### config.mk
export PLATFORM = sky130hd
export DESIGN_NAME = cdc_meta_injector
export DESIGN_NICKNAME = d
export VERILOG_FILES = /design/src/rtl/cdc_meta_pkg.sv /design/src/rtl/meta_rng.sv /design/src/rtl/meta_bit_lane.sv /design/src/rtl/cdc_meta_injector.sv
export SDC_FILE = /design/constraint.sdc
export NUM_CORES = 1
export LEC_CHECK = 0
export ABC_AREA = 1
export CORE_ASPECT_RATIO = 1.25
export CORE_MARGIN = 4
export CORE_UTILIZATION = 58
export DETAILED_ROUTE_END_ITERATION = 8
export PLACE_DENSITY = 0.8
export SYNTH_ARGS = -nofsm -noshare
export SYNTH_HDL_FRONTEND = slang
export SYNTH_SLANG_ARGS = --single-unit
### constraint.sdc
create_clock -name clk -period 6.7 [get_ports clk]
set_input_delay 2.01 -clock clk [delete_from_list [all_inputs] [get_ports clk]]
set_output_delay 2.01 -clock clk [all_outputs]
set_load 0.005 [all_outputs]
### src/rtl/cdc_meta_pkg.sv
package cdc_meta_pkg;

   localparam int unsigned RNG_W = 32;
   localparam logic [RNG_W-1:0] RNG_TAPS = 32'h8020_0003;
   localparam logic [RNG_W-1:0] RNG_FALLBACK = 32'h1D87_2B41;

   // outcome code taken from two generator bits
   typedef enum logic [1:0] {
      PICK_NOM_LO = 2'b00,
      PICK_LATE   = 2'b01,
      PICK_EARLY  = 2'b10,
      PICK_NOM_HI = 2'b11
   } pick_e;

   function automatic logic [RNG_W-1:0] rng_step(input logic [RNG_W-1:0] s);
      return {1'b0, s[RNG_W-1:1]} ^ (s[0] ? RNG_TAPS : '0);
   endfunction

endpackage

### src/rtl/meta_rng.sv
module meta_rng
   import cdc_meta_pkg::*;
#(
   parameter int unsigned W = RNG_W,
   parameter logic [W-1:0] FALLBACK = RNG_FALLBACK
) (
   input  logic         clk,
   input  logic         rst_n,
   input  logic [W-1:0] seed,
   output logic [W-1:0] state
);

   generate
      if (W != RNG_W) begin : g_bad_w
         $error("meta_rng: only a %0d-bit generator is supported", RNG_W);
      end
      if (FALLBACK == '0) begin : g_bad_fb
         $error("meta_rng: fallback seed must be nonzero");
      end
   endgenerate

   logic [W-1:0] start_val;
   assign start_val = (seed == '0) ? FALLBACK : seed;

   always_ff @(posedge clk) begin
      if (!rst_n) state <= start_val;
      else        state <= rng_step(state);
   end


   rng_nonzero_chk: assert property (@(posedge clk) disable iff (!rst_n)
      state != '0);


   rng_advance_chk: assert property (@(posedge clk) disable iff (!rst_n)
      $past(rst_n) |-> state == rng_step($past(state)));

endmodule

### src/rtl/meta_bit_lane.sv
module meta_bit_lane
   import cdc_meta_pkg::*;
(
   input  logic       clk,
   input  logic       rst_n,
   input  logic       tx_bit,
   input  logic       tx_upd,
   input  logic       rx_load,
   input  logic       inj_en,
   input  logic [1:0] pick,
   output logic       rx_bit
);

   // capture pipeline: stage1 newest, stage3 oldest
   logic st1, st2, st3;
   logic chg_flag;
   logic late_q;
   logic was_late;

   logic eligible;
   logic late_req;
   logic late_now;
   logic early_now;

   assign eligible  = inj_en & rx_load & chg_flag;
   assign late_req  = eligible & (pick_e'(pick) == PICK_LATE);
   assign late_now  = late_q & inj_en;
   assign early_now = eligible & (pick_e'(pick) == PICK_EARLY) & ~late_q & ~was_late;

   always_ff @(posedge clk) begin
      if (!rst_n) begin
         st1      <= 1'b0;
         st2      <= 1'b0;
         st3      <= 1'b0;
         chg_flag <= 1'b0;
         late_q   <= 1'b0;
         was_late <= 1'b0;
      end else begin
         st1      <= tx_bit;
         st2      <= st1;
         st3      <= st2;
         chg_flag <= tx_upd & (tx_bit ^ st1);
         late_q   <= late_req;
         was_late <= late_now;
      end
   end

   always_comb begin
      if (late_now)       rx_bit = st3;
      else if (early_now) rx_bit = st1;
      else                rx_bit = st2;
   end


   off_is_nominal_chk: assert property (@(posedge clk) disable iff (!rst_n)
      !inj_en |-> rx_bit == st2);


   late_needs_flag_chk: assert property (@(posedge clk) disable iff (!rst_n)
      late_q |-> $past(chg_flag && rx_load && inj_en));


   early_needs_flag_chk: assert property (@(posedge clk) disable iff (!rst_n)
      (rx_bit != st2 && !late_q) |-> (chg_flag && rx_load && inj_en));


   no_skip_after_late_chk: assert property (@(posedge clk) disable iff (!rst_n)
      (was_late && !late_q) |-> rx_bit == st2);

endmodule

### src/rtl/cdc_meta_injector.sv
module cdc_meta_injector
   import cdc_meta_pkg::*;
#(
   parameter int unsigned WIDTH = 16,
   parameter logic [RNG_W-1:0] FALLBACK = RNG_FALLBACK
) (
   input  logic             clk,
   input  logic             rst_n,
   input  logic [RNG_W-1:0] seed,
   input  logic [WIDTH-1:0] tx_data,
   input  logic             tx_upd,
   input  logic             rx_load,
   input  logic             inj_en,
   output logic [WIDTH-1:0] rx_data
);

   localparam int unsigned PICK_BITS = 2 * WIDTH;

   generate
      if (WIDTH == 0 || PICK_BITS > RNG_W) begin : g_bad_width
         $error("cdc_meta_injector: WIDTH must be 1..%0d", RNG_W / 2);
      end
   endgenerate

   logic [RNG_W-1:0] rng_state;

   meta_rng #(
      .W        (RNG_W),
      .FALLBACK (FALLBACK)
   ) rng_i (
      .clk   (clk),
      .rst_n (rst_n),
      .seed  (seed),
      .state (rng_state)
   );

   for (genvar i = 0; i < WIDTH; i++) begin : g_lane
      meta_bit_lane lane_i (
         .clk     (clk),
         .rst_n   (rst_n),
         .tx_bit  (tx_data[i]),
         .tx_upd  (tx_upd),
         .rx_load (rx_load),
         .inj_en  (inj_en),
         .pick    (rng_state[2*i +: 2]),
         .rx_bit  (rx_data[i])
      );
   end


   reset_clears_chk: assert property (@(posedge clk) disable iff (!rst_n)
      $past(!rst_n) |-> rx_data == '0);

endmodule

==> metrics.md, run 1 <==
| Metric | Value |
|---|---|
| Worst Skew | 0.00584 ns |
| Routed WL per cell | 13.4 um |
| Cells after Synth | 640 |
| Status | finished, final reports clean |
| Post-CTS Resized | 0 |
| R2R depth | 4 |
| Seq/Total Area, Yosys | 51.1% |
| Root buffer cell | clkbuf_8 |
| Clk sinks | 128 |
| PortBufs | 68 |
| Gr usage total | 22.4% |
| Final worst setup slack | 0.674 ns |
| Crit Path Class | input pin to primary output |
| Grt ovf | 0 |
| Hold buffer count at cts | 0 |
| Register-to-register setup slack | 5.57 ns |
| Netlist cell types | 26 |
| Largest net degree at the start of global routing | 78 |
| Die X | 91.2 um |
| # setup viols final | 0 |
| Worst-path clk slew | 0.06 ns |
| Synthesized flop and latch total | 128 |
| First-pass GRT wire length | 18300 um |
| Power Density | 294 nW/um^2 |
| Hold_sp | g_lane[13].lane_i.st2 |
| Ports | 69 |
| Via density | 5.08 |
| Total negative slack | 0 ns |
| RSZ-0062 raised after global routing | no |
| Detailed Routing Iterations Pass 1 | 5 |
| DRT iter0 DRCs | 231 |
| DRT Wirelength | 10800 um |
| Leak | 2.92 nW |
| Post-CTS Setup Bufs | 0 |
| Final instance area | 6140 um^2 |
| Reg-to-reg endpoint | rng_i.state[0] |
| TritonCTS clock tree | built |
| Worst-skew pair later-pin latency | 0.51 ns |
| Max-capacitance violation count | 0 |
| Min-delay worst type | flop to flop |
| Area of the core | 8330 um^2 |
| Post-route ant nets | 0 |
| Worst-margin pin slew | 0.753 ns |
| Setup crit end kind | primary output |
| EDFF count, synth | 0 |
| CTS Buf Count | 17 |
| Total die area | 10200 um^2 |
| Final period util | 89.9% |
| Worst Path Max Fanout | 26 |
| Placer congestion estimate | 0.825 |
| Fin nets | 748 |
| CTS H-tree lvls | 4 |
| Final hold violation count | 0 |
| Initial antenna violation count | 0 |
| Area delta synth->final | 22.4% |
| Highest Clock Rate | 166 MHz |
| Avg Cell Area, Syn | 7.84 um^2 |
| CP arrival | 4.02 ns |
| Routed vias | 4081 |
| Worst R2R Start | rng_i.state[0] |
| Initial Util | 60.2% |
| Crit path launch type | input pin |
| Maximum VDD drop | 0.173 mV |
| Rel. slew slack | 49.8% |
| Die Ht | 112 um |
| Ys Warns | 0 |
| Residual DRC | 0 |
| Prevailing post-synth register cell | dfxtp_1 |
| Asr flop ratio synth | 0% |
| Synth Net Count | 695 |
| Layout cells sized above 1 | 8.78% |
| Mapped Area | 5010 um^2 |
| CP required | 4.69 ns |
| Cell area after placement | 5590 um^2 |
| Vias in the first global route | 4046 |
| DP Worst Slack | 0.663 ns |
| Rows | 37 |
| N_diodes | 0 |
| Max Root-Sink Buffers | 2 |
| Slew Limit Fails | 0 |
| Hold Path Depth | 2 |
| Dpl hpwl | 7250 um |
| Final min period | 6.03 ns |
| WHS Endpoint | g_lane[13].lane_i.st3 |
## metal layers
layer / part of all wire, % / vias up / global-route usage (%)
li1: - / 2088 / -
met1: 40 / 1860 / 25.2
met2: 53 / 118 / 40.4
met3: 5.7 / 15 / 5.41
met4: 1.4 / 0 / 8.85
met5: 0 / - / 0
## report_power, final
group	internal (mW)	total, mW	switching [mW]
clock	0.495	0.845	0.350
combinational	0.0649	0.140	0.0748
sequential	0.799	0.823	0.0232
total	1.36	1.81	0.448
## registers in the layout (all words and copies together) (netlist names)
register,flops
rng_i.state,32
g_lane.lane_i.chg_flag,16
g_lane.lane_i.late_q,16
g_lane.lane_i.st1,16
g_lane.lane_i.st2,16
g_lane.lane_i.st3,16
g_lane.lane_i.was_late,16
## metrics by stage
step / util (%) / hold WS [ns] / instances / power (mW)
final: 73.7 / 0.431 / 803 / 1.81
after global routing: 73.7 / 0.452 / 803 / 1.88
after CTS: 73.7 / 0.432 / 803 / 1.82
after detailed placement: 67.1 / 0.427 / 771 / 0.977
after global placement: 67.1 / 0.418 / 771 / 0.973
after floorplan: - / 0.412 / 640 / 0.918
## cell families (layout without fill, tap and decap cells)
kind of cell             after synthesis  count (layout)  share of synthesized area (%)
flip-flops                           128             128                           51.1
AND/OR/NAND/NOR                      321             321                           28.9
adder cells (fa/ha/maj)                2               2                          0.499
buffers and inverters                142             208                           12.8
AO/OA/AOI/OAI                         47              47                           6.76
## synth_stat cells (2+ instances only)
master,count,area share [%]
nand2_1,169,13
nand3_1,22,2.2
inv_1,105,7.9
dfxtp_1,128,51
buf_2,10,1.0
nor2_1,86,6.4
nor3_4,2,0.65
buf_4,19,2.8
nor4_1,10,1.2
a31oi_1,3,0.37
o211ai_1,9,1.3
or2_2,7,0.87
nor3b_1,2,0.30
o21ai_0,14,1.4
o211ai_2,2,0.50
a221oi_1,16,2.8
nand4_1,8,1.0
nand4_2,6,1.5
clkbuf_1,6,0.45
a21oi_1,2,0.20
ha_1,2,0.50
nor2_4,8,1.8
## worst max-delay path by stage
stage | from | to | slack, ns | depth (start not counted)
finish | inj_en | rx_data[15] | 0.67 | 8
global route | inj_en | rx_data[10] | 0.53 | 8
CTS | inj_en | rx_data[15] | 0.65 | 8
detailed placement | inj_en | rx_data[15] | 0.66 | 8
global placement | inj_en | rx_data[15] | 0.71 | 8
floorplan | inj_en | rx_data[12] | 1.81 | 8
## placed cells by master (no fill, tap or decap), drive strengths merged, types with 11 or more instances in the layout
master	instances
a221oi	16
nor2	94
nand4	14
clkbuf	17
o211ai	11
dfxtp	128
o21ai	14
nand3	22
inv	109
nand2	170
clkdlybuf4s50	67
## final cells by class
| cell class | count | area [um^2] |
|---|---|---|
| fill | 639 | 2190 |
| multi-input combinational | 370 | 1810 |
| timing repair buffer | 71 | 698 |
| clock buffer | 17 | 414 |
| sequential | 128 | 2560 |
| clock inverter | 15 | 138 |
| inverter | 105 | 394 |
| tap | 97 | 121 |
## worst max-delay path: stages
cell and delay, ns:
clkdlybuf4s50_1 0.55, nand2_4 0.29, nor2_1 0.24, nand4_1 0.13
a21oi_1 0.14, o21ai_0 0.09, nand2_1 0.07, clkdlybuf4s50_1 0.49
Power figures use the tool's default switching activity.
==> run 2: changes to the inputs <==
- ABC_AREA: 1 -> not set
- RECOVER_POWER: not set -> 25
==> run 2 against run 1 <==
  * The flow now finishes with violations (capacitance limit, slew limit)
  * Clock skew is essentially flat
  * Combinational power down 4%
  * Total power is 2.7% higher
  * Area after synthesis fell by 4.5%
  * Global-route usage shrank 0.45 points
  * Register-to-register slack got worse by 0.02 ns
  * Cell area shrank 3.0%
  * Wire length decreased by 9.3%
  * Critical endpoint is now rx_data[5]
  * Highest routed layer unchanged
==> metrics.md, run 2 <==
| Metric | Value |
|---|---|
| Status | complete, but fails checks |
| Failing checks | capacitance limit, slew limit |
| Routed vias | 3321 (-19%) |
| Final worst setup slack | 0.689 ns (+0.0152 ns) |
| Final period util | 89.7% (-0.23 points) |
| Util after Layout | 75.1% (+1.5 points) |
| Power Density | 312 nW/um^2 (+5.9%) |
| Final min period | 6.01 ns (-0.0152 ns) |
| Largest Register | rng_i.state |
| Total die area | 9780 um^2 (-4.2%) |
| Fillers | 535 (-16%) |
| Post-route ant nets | 0 (unchanged) |
| CP arrival | 4.00 ns (-0.02 ns) |
| N_diodes | 0 (unchanged) |
| Placer congestion estimate | 0.781 (-5.3%) |
| Final instance area | 5960 um^2 (-3.0%) |
| Slowest cell on crit path | clkdlybuf4s50_1 |
| Prevailing post-synth register cell | dfxtp_1 |
| Post-CTS Setup Bufs | 0 (unchanged) |
| Crit path launch type | input pin |
| Seq/Total Area, Yosys | 53.5% (+2.4 points) |
| GR peak layer | met2 |
| RSZ-0062 raised after global routing | no |
| Die Ht | 110 um (-2.1%) |
| Pwr Total | 1.86 mW (+2.7%) |
| CP required | 4.69 ns (about the same) |
| Footprint of the multi-input gates | 1990 um^2 (+10%) |
| Min-delay worst type | flop to flop |
| TritonCTS clock tree | built |
| First-pass GRT wire length | 16100 um (-12%) |
| # setup viols final | 0 (unchanged) |
| Worst-skew pair later-pin latency | 0.51 ns (about the same) |
| Number of flip-flops under the largest register name | 32 (unchanged) |
| Placed cell count | 585 (-24%) |
| Residual DRC | 0 (unchanged) |
| Leak | 2.23 nW (-24%) |
| Hold buffer count at cts | 0 (unchanged) |
| Area of the core | 7930 um^2 (-4.9%) |
| Synth top area cells | dfxtp_1, and2_1, nor4_4 |
| Sequential Area | 2560 um^2 (unchanged) |
| Total negative slack | 0 ns (unchanged) |
| Cell area after placement | 5370 um^2 (-3.8%) |
| Via density | 5.38 (+5.9%) |
| Setup crit end kind | primary output |
| WHS | 0.442 ns (+0.0112 ns) |
| Most common cell after layout, fill and taps aside | dfxtp_1 |
| PortBufs | 68 (unchanged) |
| GR Util met2 | 36.5% (-4.0 points) |
| Initial antenna violation count | 0 (unchanged) |
| Synth top area share | 53.5% (+2.4 points) |
| Slew Limit Fails | 61 (+61) |
| CTS Buf Count | 17 (unchanged) |
| Maximum VDD drop | 0.258 mV (+49%) |
| Die X | 89.3 um (-2.1%) |
| Cell Chain, Critical Path | clkdlybuf4s50_1, nand2_4, nor4_1, mux2i_1, a21oi_1, clkdlybuf4s50_1 |
| DRT Wirelength | 9760 um (-9.3%) |
| Detailed Routing Iterations Pass 1 | 4 (-1) |
| Layout cells sized above 1 | 11.7% (+2.9 points) |
| Dpl hpwl | 6250 um (-14%) |
| Most frequent cells in the layout | dfxtp_1, clkdlybuf4s50_1, and2_1 |
| CP dominant cell by count | clkdlybuf4s50_1 |
| Post-synth top cells | dfxtp_1, and2_1, nand2_1, nor2_1 |
| DP Worst Slack | 0.678 ns (+0.0149 ns) |
| Worst Skew | 0.00634 ns (+0.000499 ns) |
| EDFF count, synth | 0 (unchanged) |
| Crit Path Class | input pin to primary output |
| Asr flop ratio synth | 0% (unchanged) |
| Max Root-Sink Buffers | 2 (unchanged) |
| Synthesized flop and latch total | 128 (unchanged) |
| CTS H-tree lvls | 4 (unchanged) |
| Register-to-register setup slack | 5.55 ns (-0.02 ns) |
| Worst-margin pin slew | 2.19 ns (+1.44 ns) |
| Grt met3 use | 6.60% (+1.2 points) |
| Ports | 69 (unchanged) |
| Synth Net Count | 511 (-26%) |
| Clk sinks | 128 (unchanged) |
| CP max stage delay | 0.53 ns (-0.02 ns) |
| Rel. slew slack | -46.3% (-96 points) |
| Cells after Synth | 456 (-29%) |
| Largest net degree at the start of global routing | 61 (-22%) |
| Worst-path clk slew | 0.06 ns (about the same) |
| Rows | 36 (-2.7%) |
| Gr usage total | 22.0% (-0.45 points) |
| Vias in the first global route | 3363 (-17%) |
| Worst Path Max Fanout | 16 (-38%) |
| Initial Util | 60.4% (+0.20 points) |
| Area delta synth->final | 24.4% |
| Netlist cell types | 26 (unchanged) |
| DRT iter0 DRCs | 165 (-29%) |
| Root buffer cell | clkbuf_8 |
| Routed WL per cell | 15.8 um (+18%) |
| Mapped Area | 4790 um^2 (-4.5%) |
| Final hold violation count | 0 (unchanged) |
| Avg Cell Area, Syn | 10.5 um^2 (+34%) |
| Post-CTS Resized | 0 (unchanged) |
| Yosys top cell by area | dfxtp_1 |
| Layout Cells excl Fill | 617 (-23%) |
| Met1 Usage GRT | 26.5% (+1.3 points) |
| Max-capacitance violation count | 1 (+1) |
| Count leader, synth | dfxtp_1 |
| Ys Warns | 0 (unchanged) |
| Fin nets | 564 (-25%) |
| Grt ovf | 0 (unchanged) |
| Highest Clock Rate | 166 MHz (+0.25%) |
-- run 2: cell types whose count changed in the layout (fill, tap and decap cells not counted), moves of 15 or more --
cell,previous run,this run
and3_1,0,16
inv_1,105,2
a221oi_1,16,0
mux2i_1,0,16
nand2_1,169,35
nand3_1,22,1
nor2_1,86,35
nand3b_1,0,15
a21oi_1,2,18
nor3_1,0,15
mux2_2,0,16
and2_1,0,42
xnor2_1,0,18
-- run 2: worst paths after layout --
| check | startpoint | to | depth (start not counted) |
|---|---|---|---|
| hold / removal | g_lane[7].lane_i.chg_flag | g_lane[7].lane_i.late_q | 2 |
| hold reg to reg | g_lane[7].lane_i.chg_flag | g_lane[7].lane_i.late_q | 2 |
| setup / recovery | rx_load | rx_data[5] | 6 |
| setup reg to reg | rng_i.state[0] | rng_i.state[0] | 4 |
-- run 2: final cells by class --
type | count | area share [%]
clock buffer | 18 | 7.02
tap | 95 | 2.00
inverter | 2 | 0.126
clock inverter | 14 | 2.79
timing repair buffer | 70 | 11.6
multi-input combinational | 290 | 33.5
sequential | 128 | 43.0
-- run 2: kinds of logic (layout without fill, tap and decap cells) --
kind of cell / Yosys count / in the layout / share of synthesized area, %
adders and majority gates: 2 / 2 / 0.523
buffers and inverters: 38 / 104 / 4.81
muxes: 32 / 32 / 7.11
AOI/OAI and AO/OA: 32 / 32 / 4.44
and+or+nand+nor: 206 / 206 / 26.3
xor gates and xnor gates: 18 / 18 / 3.29
DFF: 128 / 128 / 53.5
-- run 2: critical path, delay by kind of cell --
kind                   cells  cell delay (ns)
AOI/OAI and AO/OA          1             0.15
buffers and inverters      2             1.05
and+or+nand+nor            2             0.65
muxes                      1             0.12
-- run 2: report_power, final --
group          switching (mW)  internal (mW)
clock                   0.327          0.565
sequential             0.0285          0.801
combinational          0.0550         0.0789
-- run 2: layer usage --
| metal | up-vias | routed length (um) |
|---|---|---|
| met2 | 80 | 4970 |
| met5 | - | 0 |
| met1 | 1585 | 4150 |
| met3 | 13 | 501 |
| li1 | 1643 | - |
| met4 | 0 | 134 |
==> run 3: changes to the inputs <==
- CORE_UTILIZATION: 58 -> 67
- DONT_BUFFER_PORTS: not set -> 1
- PLACE_DENSITY: 0.8 -> 0.79
==> run 3 against run 2 <==
  * The run now ends clean
  * Via count shrank 8.9%
  * Global-route usage grew 0.59 points
  * Non-clock buffer count shrank 70
  * Count of clock-buffer cells in the layout grew 4
  * Clock power grew 0.7%
  * Final cell count shrank 12%
  * Sequential power is essentially flat
  * Register-to-register slack gained 0.11 ns
  * Largest cell class unchanged
  * Critical path depth shrank 2
  * Combinational power shrank 44%
  * Die area shrank 12%
==> metrics.md, run 3 (synthesis results as in run 2) <==
| Metric | Value |
|---|---|
| Reg-to-reg endpoint | rng_i.state[0] |
| Worst-skew pair later-pin latency | 0.51 ns (about the same) |
| CTS H-tree lvls | 4 (unchanged) |
| Highest Clock Rate | 201 MHz (+21%) |
| Post-route ant nets | 0 (unchanged) |
| Min-delay worst type | flop to flop |
| Dpl hpwl | 5690 um (-8.9%) |
| TritonCTS clock tree | built |
| Power Density | 342 nW/um^2 (+9.8%) |
| Area delta synth->final | 9.98% |
| Clk sinks | 128 (unchanged) |
| Number of flip-flops under the largest register name | 32 (unchanged) |
| Residual DRC | 0 (unchanged) |
| Final hold violation count | 0 (unchanged) |
| Die Ht | 103 um (-6.5%) |
| DRT Wirelength | 9010 um (-7.6%) |
| Top sig layer | met4 |
| Total negative slack | 0 ns (unchanged) |
| Hold Path Depth | 2 (unchanged) |
| Final min period | 4.98 ns (-1.03 ns) |
| # setup viols final | 0 (unchanged) |
| Area of the core | 6980 um^2 (-12%) |
| Initial antenna violation count | 0 (unchanged) |
| Most frequent cells in the layout | dfxtp_1, and2_1, nor2_1, nand2_1 |
| Crit path launch type | input pin |
| First-pass GRT wire length | 15000 um (-7.2%) |
| Worst-path clk slew | 0.06 ns (about the same) |
| DR WL met2 | 4520 um (-9.1%) |
| Max Root-Sink Buffers | 2 (unchanged) |
| Largest net degree at the start of global routing | 115 (+89%) |
| Vias in the first global route | 3155 (-6.2%) |
| RSZ-0062 raised after global routing | no |
| Fin nets | 494 (-12%) |
| WHS | 0.430 ns (-0.0125 ns) |
| PortBufs | 0 (-100%) |
| Worst-margin pin slew | 0.811 ns (-1.38 ns) |
| Max-capacitance violation count | 0 (-1) |
| WHS Endpoint | g_lane[0].lane_i.late_q |
| Register-to-register setup slack | 5.66 ns (+0.11 ns) |
| Initial Util | 68.6% (+8.2 points) |
| Fillers | 495 (-7.5%) |
| Crit Path Class | input pin to primary output |
| Largest Register | rng_i.state |
| Routed vias | 3025 (-8.9%) |
| Hold buffer count at cts | 0 (unchanged) |
| DRT iter0 DRCs | 107 (-35%) |
| Layout cells sized above 1 | 12.6% (+0.92 points) |
| Status | finished, final reports clean |
| Via density | 5.58 (+3.7%) |
| WL met1 | 3750 um (-9.7%) |
| CTS Buf Count | 17 (unchanged) |
| Ports | 69 (unchanged) |
| Detailed Routing Iterations Pass 1 | 4 (unchanged) |
| Gr usage total | 22.5% (+0.59 points) |
| Worst Path Max Fanout | 34 (+18) |
| Footprint of the multi-input gates | 1990 um^2 (unchanged) |
| Placer congestion estimate | 0.786 (+0.68%) |
| Die X | 83.6 um (-6.3%) |
| CP required | 4.69 ns (about the same) |
| Worst Skew | 0.00563 ns (-0.000702 ns) |
| Slew Limit Fails | 0 (-100%) |
| Rows | 34 (-5.6%) |
| R2R depth | 4 (unchanged) |
| Final period util | 74.3% (-15 points) |
| Root buffer cell | clkbuf_8 |
| Sequential Area | 2560 um^2 (unchanged) |
| Maximum VDD drop | 0.272 mV (+5.6%) |
| N_diodes | 0 (unchanged) |
| Total die area | 8570 um^2 (-12%) |
| Routed WL per cell | 16.6 um (+5.1%) |
| Setup crit end kind | primary output |
| Most common cell after layout, fill and taps aside | dfxtp_1 |
| Worst R2R Start | rng_i.state[0] |
| Post-CTS Resized | 0 (unchanged) |
| Leak | 1.96 nW (-12%) |
| Grt ovf | 0 (unchanged) |
| CP arrival | 2.97 ns (-1.03 ns) |
| Rel. slew slack | 45.8% (+92 points) |
| Post-CTS Setup Bufs | 0 (unchanged) |
| Hold_sp | g_lane[0].lane_i.chg_flag |
| Met3 Routed Length | 579 um (+16%) |
[run 3: changes by cell type in the layout (fill, tap and decap cells not counted)]
| cell | before | now |
|---|---|---|
| and2_1 | 42 | 44 |
| clkinv_2 | 5 | 3 |
| clkbuf_1 | 2 | 3 |
| clkinvlp_4 | 1 | 4 |
| and2_0 | 6 | 4 |
| clkdlybuf4s50_1 | 67 | 0 |
| buf_4 | 2 | 0 |
| clkbuf_8 | 1 | 3 |
| clkinv_4 | 4 | 0 |
| inv_6 | 1 | 0 |
[run 3: worst max path at each step]
stage	startpoint	end	slack, ns	cells after the start
after detailed placement	inj_en	rx_data[9]	1.68	4
after global routing	inj_en	rx_data[9]	1.64	4
after CTS	inj_en	rx_data[9]	1.68	4
after global placement	inj_en	rx_data[6]	1.77	4
after floorplan	inj_en	rx_data[10]	1.72	7
final	inj_en	rx_data[9]	1.72	4
[run 3: metal layers]
layer | up-vias | global-route usage [%]
met5 | - | 0
met1 | 1436 | 25.5
met4 | 0 | 8.04
li1 | 1504 | -
met2 | 69 | 38.2
met3 | 16 | 10.1
[run 3: power breakdown]
group	internal, mW	switching [mW]	total (mW)
combinational	0.0453	0.0294	0.0746
sequential	0.801	0.0267	0.828
clock	0.584	0.316	0.899
[run 3: worst max-delay path, cell delays in order]
cell     delay (ns)
nand2_4        0.20
nor4_1         0.41
mux2i_1        0.25
a21oi_1        0.11
[run 3: metrics by stage]
stage                     total power [mW]  setup WS, ns  cells  cell area [um^2]  utilization, %
after floorplan                      0.918          1.72    456              4790               -
after CTS                             1.82          1.68    542              5270            75.5
after global routing                  1.87          1.64    542              5270            75.5
after detailed placement             0.918          1.68    510              4680            67.0
after global placement               0.914          1.77    510              4680            67.0
final                                 1.80          1.72    542              5270            75.5
[run 3: cell type report]
class                      instances  share of cell area, %
clock buffer                      22                   8.60
inverter                           2                  0.143
multi-input combinational        290                   37.9
clock inverter                    10                   2.57
sequential                       128                   48.7
tap                               90                   2.14
